<file path="config.mk">
export PLATFORM = sky130hd
export DESIGN_NAME = cfgwin_decoder
export DESIGN_NICKNAME = d
export VERILOG_FILES = /design/src/rtl/cfgwin_pkg.sv /design/src/rtl/cfgwin_regfile.sv /design/src/rtl/cfgwin_map.sv /design/src/rtl/cfgwin_match.sv /design/src/rtl/cfgwin_decoder.sv
export SDC_FILE = /design/constraint.sdc
export NUM_CORES = 1
export LEC_CHECK = 0
export ABC_CLOCK_PERIOD_IN_PS = 4000
export BUFFER_PORTS_ARGS = -buffer_cell sky130_fd_sc_hd__buf_4
export CAP_MARGIN = 0
export CORE_MARGIN = 3
export CORE_UTILIZATION = 54
export DETAILED_ROUTE_END_ITERATION = 10
export GPL_TIMING_DRIVEN = 1
export PLACE_DENSITY = 0.87
export SYNTH_ARGS = -nofsm -noshare
export SYNTH_HDL_FRONTEND = slang
export SYNTH_HIERARCHICAL = 1
export SYNTH_SLANG_ARGS = --single-unit
</file>
<file path="constraint.sdc">
create_clock -name clk -period 4 [get_ports clk]
set_input_delay 0 -clock clk [delete_from_list [all_inputs] [get_ports clk]]
set_output_delay 0 -clock clk [all_outputs]
set_load 0.02 [all_outputs]
</file>
<file path="src/rtl/cfgwin_pkg.sv">
`timescale 1ns/1ps
package cfgwin_pkg;
  typedef enum logic [1:0] {
    LEN_256M = 2'b00,
    LEN_128M = 2'b01,
    LEN_64M  = 2'b10,
    LEN_RSVD = 2'b11
  } win_len_e;

  localparam int unsigned EN_POS    = 0;
  localparam int unsigned LEN_LO    = 1;
  localparam int unsigned SHIFT_MAX = 28;
  localparam int unsigned SHIFT_MIN = 26;

  function automatic int unsigned win_shift(win_len_e l);
    case (l)
      LEN_128M: return SHIFT_MAX - 1;
      LEN_64M:  return SHIFT_MIN;
      default:  return SHIFT_MAX;
    endcase
  endfunction
endpackage

</file>
<file path="src/rtl/cfgwin_regfile.sv">
`timescale 1ns/1ps
module cfgwin_regfile
  import cfgwin_pkg::*;
#(
  parameter int unsigned DW_W    = 10,
  parameter int unsigned REG_DW  = 24,
  parameter int unsigned VIEW_W  = 36,
  parameter logic [63:0] RST_VAL = 64'h0000_0000_B000_0000
) (
  input  logic              clk,
  input  logic              rst_n,
  input  logic              wr_en,
  input  logic [DW_W-1:0]   wr_dw,
  input  logic [3:0]        wr_be,
  input  logic [31:0]       wr_data,
  output logic [VIEW_W-1:0] reg_view,
  output logic              len_err
);
  localparam int unsigned NBYTES = 8;
  localparam int unsigned LANES  = 4;

  logic [NBYTES*8-1:0] reg_q;
  logic [NBYTES*8-1:0] reg_d;
  logic                err_q;
  logic                err_d;

  for (genvar b = 0; b < NBYTES; b++) begin : g_byte
    localparam int unsigned WORD = b / LANES;
    localparam int unsigned LANE = b % LANES;
    logic sel;
    assign sel = wr_en && (wr_dw == DW_W'(REG_DW + WORD)) && wr_be[LANE];
    assign reg_d[b*8 +: 8] = sel ? wr_data[LANE*8 +: 8] : reg_q[b*8 +: 8];
  end

  assign err_d = err_q || (win_len_e'(reg_d[LEN_LO +: 2]) == LEN_RSVD);

  always_ff @(posedge clk or negedge rst_n) begin
    if (!rst_n) begin
      reg_q <= RST_VAL;
      err_q <= 1'b0;
    end else begin
      reg_q <= reg_d;
      err_q <= err_d;
    end
  end

  assign reg_view = reg_q[VIEW_W-1:0];
  assign len_err  = err_q;

  // without a write strobe the register does not move
  a_r2_no_write_stable: assert property (@(posedge clk) disable iff (!rst_n)
    !wr_en |=> $stable(reg_q));
  // the error flag never falls outside reset
  a_r7_err_sticky: assert property (@(posedge clk) disable iff (!rst_n)
    err_q |=> err_q);
  // holding the reserved size implies the flag is up
  a_r7_err_when_rsvd: assert property (@(posedge clk) disable iff (!rst_n)
    (reg_q[LEN_LO +: 2] == 2'b11) |-> err_q);
endmodule

</file>
<file path="src/rtl/cfgwin_map.sv">
`timescale 1ns/1ps
module cfgwin_map
  import cfgwin_pkg::*;
#(
  parameter int unsigned ADDR_W = 36
) (
  input  logic [ADDR_W-1:0] reg_view,
  output logic              win_en,
  output win_len_e          win_len,
  output logic [ADDR_W-1:0] win_mask,
  output logic [ADDR_W-1:0] win_base
);
  always_comb begin
    win_len  = win_len_e'(reg_view[LEN_LO +: 2]);
    win_en   = reg_view[EN_POS] && (win_len != LEN_RSVD);
    win_mask = ~((ADDR_W'(1) << win_shift(win_len)) - ADDR_W'(1));
    win_base = reg_view & win_mask;
  end
endmodule

</file>
<file path="src/rtl/cfgwin_match.sv">
`timescale 1ns/1ps
module cfgwin_match #(
  parameter int unsigned ADDR_W = 36,
  parameter int unsigned OFF_W  = 28
) (
  input  logic              clk,
  input  logic              rst_n,
  input  logic              win_en,
  input  logic [ADDR_W-1:0] win_mask,
  input  logic [ADDR_W-1:0] win_base,
  input  logic              req_valid,
  output logic              req_ready,
  input  logic [ADDR_W-1:0] req_addr,
  output logic              resp_valid,
  input  logic              resp_ready,
  output logic              resp_hit,
  output logic [OFF_W-1:0]  resp_offset
);
  logic             accept;
  logic             hit_c;
  logic [OFF_W-1:0] off_c;

  assign req_ready = !resp_valid || resp_ready;
  assign accept    = req_valid && req_ready;
  assign hit_c     = win_en && ((req_addr & win_mask) == win_base);
  assign off_c     = hit_c ? (req_addr[OFF_W-1:0] & ~win_mask[OFF_W-1:0]) : '0;

  always_ff @(posedge clk or negedge rst_n) begin
    if (!rst_n) begin
      resp_valid  <= 1'b0;
      resp_hit    <= 1'b0;
      resp_offset <= '0;
    end else if (accept) begin
      resp_valid  <= 1'b1;
      resp_hit    <= hit_c;
      resp_offset <= off_c;
    end else if (resp_ready) begin
      resp_valid  <= 1'b0;
    end
  end

  // a stalled result holds its payload
  a_r9_hold: assert property (@(posedge clk) disable iff (!rst_n)
    (resp_valid && !resp_ready) |=> (resp_valid && $stable(resp_hit) && $stable(resp_offset)));
  // a stalled result blocks new requests
  a_r9_block: assert property (@(posedge clk) disable iff (!rst_n)
    (resp_valid && !resp_ready) |-> !req_ready);
  // a miss carries a zero offset
  a_r8_miss_zero: assert property (@(posedge clk) disable iff (!rst_n)
    (resp_valid && !resp_hit) |-> (resp_offset == '0));
endmodule

</file>
<file path="src/rtl/cfgwin_decoder.sv">
`timescale 1ns/1ps
module cfgwin_decoder
  import cfgwin_pkg::*;
#(
  parameter int unsigned ADDR_W     = 36,
  parameter int unsigned CFG_DW_W   = 10,
  parameter int unsigned CFG_REG_DW = 24,
  parameter logic [63:0] RST_VAL    = 64'h0000_0000_B000_0000
) (
  input  logic                 clk,
  input  logic                 rst_n,
  input  logic                 cfg_wr_en,
  input  logic [CFG_DW_W-1:0]  cfg_wr_dw,
  input  logic [3:0]           cfg_wr_be,
  input  logic [31:0]          cfg_wr_data,
  input  logic                 req_valid,
  output logic                 req_ready,
  input  logic [ADDR_W-1:0]    req_addr,
  output logic                 resp_valid,
  input  logic                 resp_ready,
  output logic                 resp_hit,
  output logic [SHIFT_MAX-1:0] resp_offset,
  output logic                 win_enable,
  output logic [1:0]           win_len,
  output logic [ADDR_W-1:0]    win_base,
  output logic                 len_err
);
  localparam int unsigned OFF_W = SHIFT_MAX;

  logic [ADDR_W-1:0] reg_view;
  logic [ADDR_W-1:0] mask;
  win_len_e          len_e;

  cfgwin_regfile #(
    .DW_W(CFG_DW_W), .REG_DW(CFG_REG_DW), .VIEW_W(ADDR_W), .RST_VAL(RST_VAL)
  ) u_regs (
    .clk(clk), .rst_n(rst_n), .wr_en(cfg_wr_en), .wr_dw(cfg_wr_dw),
    .wr_be(cfg_wr_be), .wr_data(cfg_wr_data), .reg_view(reg_view), .len_err(len_err)
  );

  cfgwin_map #(.ADDR_W(ADDR_W)) u_map (
    .reg_view(reg_view), .win_en(win_enable), .win_len(len_e),
    .win_mask(mask), .win_base(win_base)
  );

  cfgwin_match #(.ADDR_W(ADDR_W), .OFF_W(OFF_W)) u_match (
    .clk(clk), .rst_n(rst_n), .win_en(win_enable), .win_mask(mask), .win_base(win_base),
    .req_valid(req_valid), .req_ready(req_ready), .req_addr(req_addr),
    .resp_valid(resp_valid), .resp_ready(resp_ready), .resp_hit(resp_hit),
    .resp_offset(resp_offset)
  );

  assign win_len = len_e;

  // the reserved size never leaves the window on
  a_r7_rsvd_off: assert property (@(posedge clk) disable iff (!rst_n)
    (win_len == 2'b11) |-> !win_enable);
endmodule

</file>
==> results.sh <==
export IMPL_fin_nets=577
export IMPL_setup_tns_final_ps=0
export IMPL_period_share_pct=76.38
export IMPL_layout_setup_ws_ps=944.8
export IMPL_clock_skew_ps=6.202
export IMPL_p_sw_share_pct=25.17
export IMPL_drt_iter0_drc=105
export IMPL_grt_ovfl_total=0
export IMPL_gp_congestion=0.8205
export IMPL_cts_buffers_inserted=5
export IMPL_cts_resized=0
export IMPL_powerDensity_mw_per_mm2=234.0
export IMPL_path_clk_slew_ps=80
export IMPL_reg2reg_setup_slack_ps=940
export IMPL_final_area_mm2=0.004340
export IMPL_combinationalPowerShare_pct=20.1
export IMPL_h_tree_depth=2
export IMPL_power_frac_seq_pct=45.1
export IMPL_setup_violations_final=0
export IMPL_cp_required_ps=4220
export IMPL_end_kind="flip-flop"
export IMPL_grt_pass1_wl_um=13910
export IMPL_hold_buffers=37
export IMPL_startpoint_type="flip-flop"
export IMPL_cts_sinks=45
export IMPL_clkPwrFrac_pct=34.9
export IMPL_finalHoldViolCount=0
export IMPL_r2r_cells=9
export IMPL_antenna_cells=0
export IMPL_root_buffer="clkbuf_8"
export IMPL_fmax_ghz=0.3273
export IMPL_ys_warn_count=6
export IMPL_grt_pass1_vias=2993
export IMPL_place_ws_ps=1034
export IMPL_dieHeight_um=83.63
export IMPL_avgRoutedWirePerCell_um=15.53
export IMPL_tritoncts="built"
export IMPL_syn_avg_cell_area_um2=9.272
export IMPL_start_util_pct=57.34
export IMPL_min_from="req_addr[3]"
export IMPL_rsz0062_at_grt="no"
export IMPL_drv_cap=0
export IMPL_syn2layout_area_growth_pct=33.37
export IMPL_hold_depth=3
export IMPL_synth_cells=351
export IMPL_path_class="reg -> reg"
export IMPL_drv_slew=0
export IMPL_viasPerCell=5.228
export IMPL_placedInstanceArea_mm2=0.003834
export IMPL_ir_drop_uv=179.0
export IMPL_path_max_fanout=16
export IMPL_grt_max_degree=46
export IMPL_port_buffers=108
export IMPL_drc=0
export IMPL_rr_startpoint="u_regs/reg_q[1]"
export IMPL_die_area_mm2=0.006994
export IMPL_internal_power_mw=0.7600
export IMPL_design_core_area_mm2=0.005675
export IMPL_grt_usage_pct=24.51
export IMPL_cts_buffer_depth=2
export IMPL_clock_latency_ps=290
export IMPL_hold_class="in -> reg"
export IMPL_p_leak_nw=2.131
export IMPL_dr_wl_met2_um=4557
export IMPL_fp_row_count=27
export IMPL_top_layer="met4"
export IMPL_holdPathEnd="u_match/resp_offset[3]"
export IMPL_ant_nets=0
export IMPL_die_w_um=83.63
export IMPL_p_switching_mw=0.2556
export IMPL_dp_hpwl_um=6291
export IMPL_r2r_end="u_match/resp_offset[4]"
export IMPL_met1Wirelength_um=3336
export IMPL_postCtsSetupBuffers=0
export IMPL_max_slew_margin_rel_pct=32.79
export IMPL_worst_pin_slew_ps=1006
export IMPL_drt_total_wl_um=8667
export IMPL_drive_above_1_share_pct=28.60
export IMPL_first_pass_iters=4
export IMPL_vias=2917
export IMPL_ios=158
export IMPL_route_met3_wl_um=667
export IMPL_status="completed"
export IMPL_arrival_ps=3280
export IMPL_fin_crit_ps=3055
export IMPL_syn_area_mm2=0.003254
export IMPL_antenna_found_initial=0
==> power groups by stage <==
stage	clock network (mW)	logic (mW)	registers (mW)
final	0.354	0.204	0.458
after global routing	0.379	0.222	0.458
after CTS	0.362	0.191	0.458
after detailed placement	0	0.161	0.467
after global placement	0	0.158	0.467
after floorplan	0	0.128	0.467
==> through the flow <==
| stage | hold slack (ps) | std cells | power, mW | util, % |
|---|---|---|---|---|
| after global placement | 33.77 | 511 | 0.6252 | 67.55 |
| after floorplan | -295.6 | 406 | 0.5956 | - |
| after detailed placement | 30.17 | 511 | 0.6278 | 67.55 |
| after CTS | 0.2890 | 556 | 1.011 | 76.12 |
| final | 4.089 | 558 | 1.016 | 76.48 |
| after global routing | 12.57 | 558 | 1.059 | 76.48 |
==> state kept, by name (all words and copies together), names as in the netlist <==
signal               cells
u_regs/reg_q            14
u_regs/len_err           1
u_match/resp_hit         1
u_match/resp_valid       1
u_match/resp_offset     28
==> worst max-delay path, cell delays in order (launching register included) <==
cell      delay [ps]
dfrtp_1          500
inv_1            100
ha_1             400
a21boi_1         240
and3b_1          210
a211oi_1         250
and4b_1          630
buf_4            340
nand4b_1         150
o21ai_1          160
==> how the worst max path moves through the flow <==
stage               startpoint                      end  slack [ps]  cells past startpoint
2_1_floorplan  u_regs/reg_q[1]   u_match/resp_offset[0]        1550                     10
3_3_place_gp   u_regs/reg_q[1]  u_match/resp_offset[27]        1080                      9
3_5_place_dp   u_regs/reg_q[1]   u_match/resp_offset[3]        1030                      9
4_1_cts        u_regs/reg_q[1]   u_match/resp_offset[3]        1010                      9
5_1_grt        u_regs/reg_q[1]   u_match/resp_offset[4]         750                      9
6_report       u_regs/reg_q[1]   u_match/resp_offset[4]         940                      9
==> cell type report <==
class                   instances  area [µm²]
clock buffers                   7       86.33
clock inverters                 1       30.03
fillers                       419        1335
inverters                       3       11.26
multi-input cells             280        1769
flip-flops and latches         45        1130
well taps                      72       90.09
repair buffers                150        1224
==> cells in the final DEF (no fill, tap or decap), types with 3 or more instances in the layout <==
master,n
o22ai_1,5
a21o_1,5
nand2b_1,3
a21oi_1,17
inv_1,3
a21boi_0,5
o21ai_1,29
dfstp_2,3
nand2_1,45
mux2_4,7
dlygate4sd3_1,39
a21boi_1,3
nand4b_1,29
mux2_2,7
conb_1,57
buf_4,111
dfrtp_1,42
nor4_1,3
nand3_1,5
a211oi_1,5
and3b_1,5
clkbuf_8,6
ha_1,5
xnor2_1,11
and3_1,15
==> routing by layer <==
layer,track usage (%),vias up
met4,6.725,0
met5,0,-
met3,6.417,8
met2,45.91,118
li1,-,1408
met1,27.07,1383
Power figures use the tool's default switching activity.
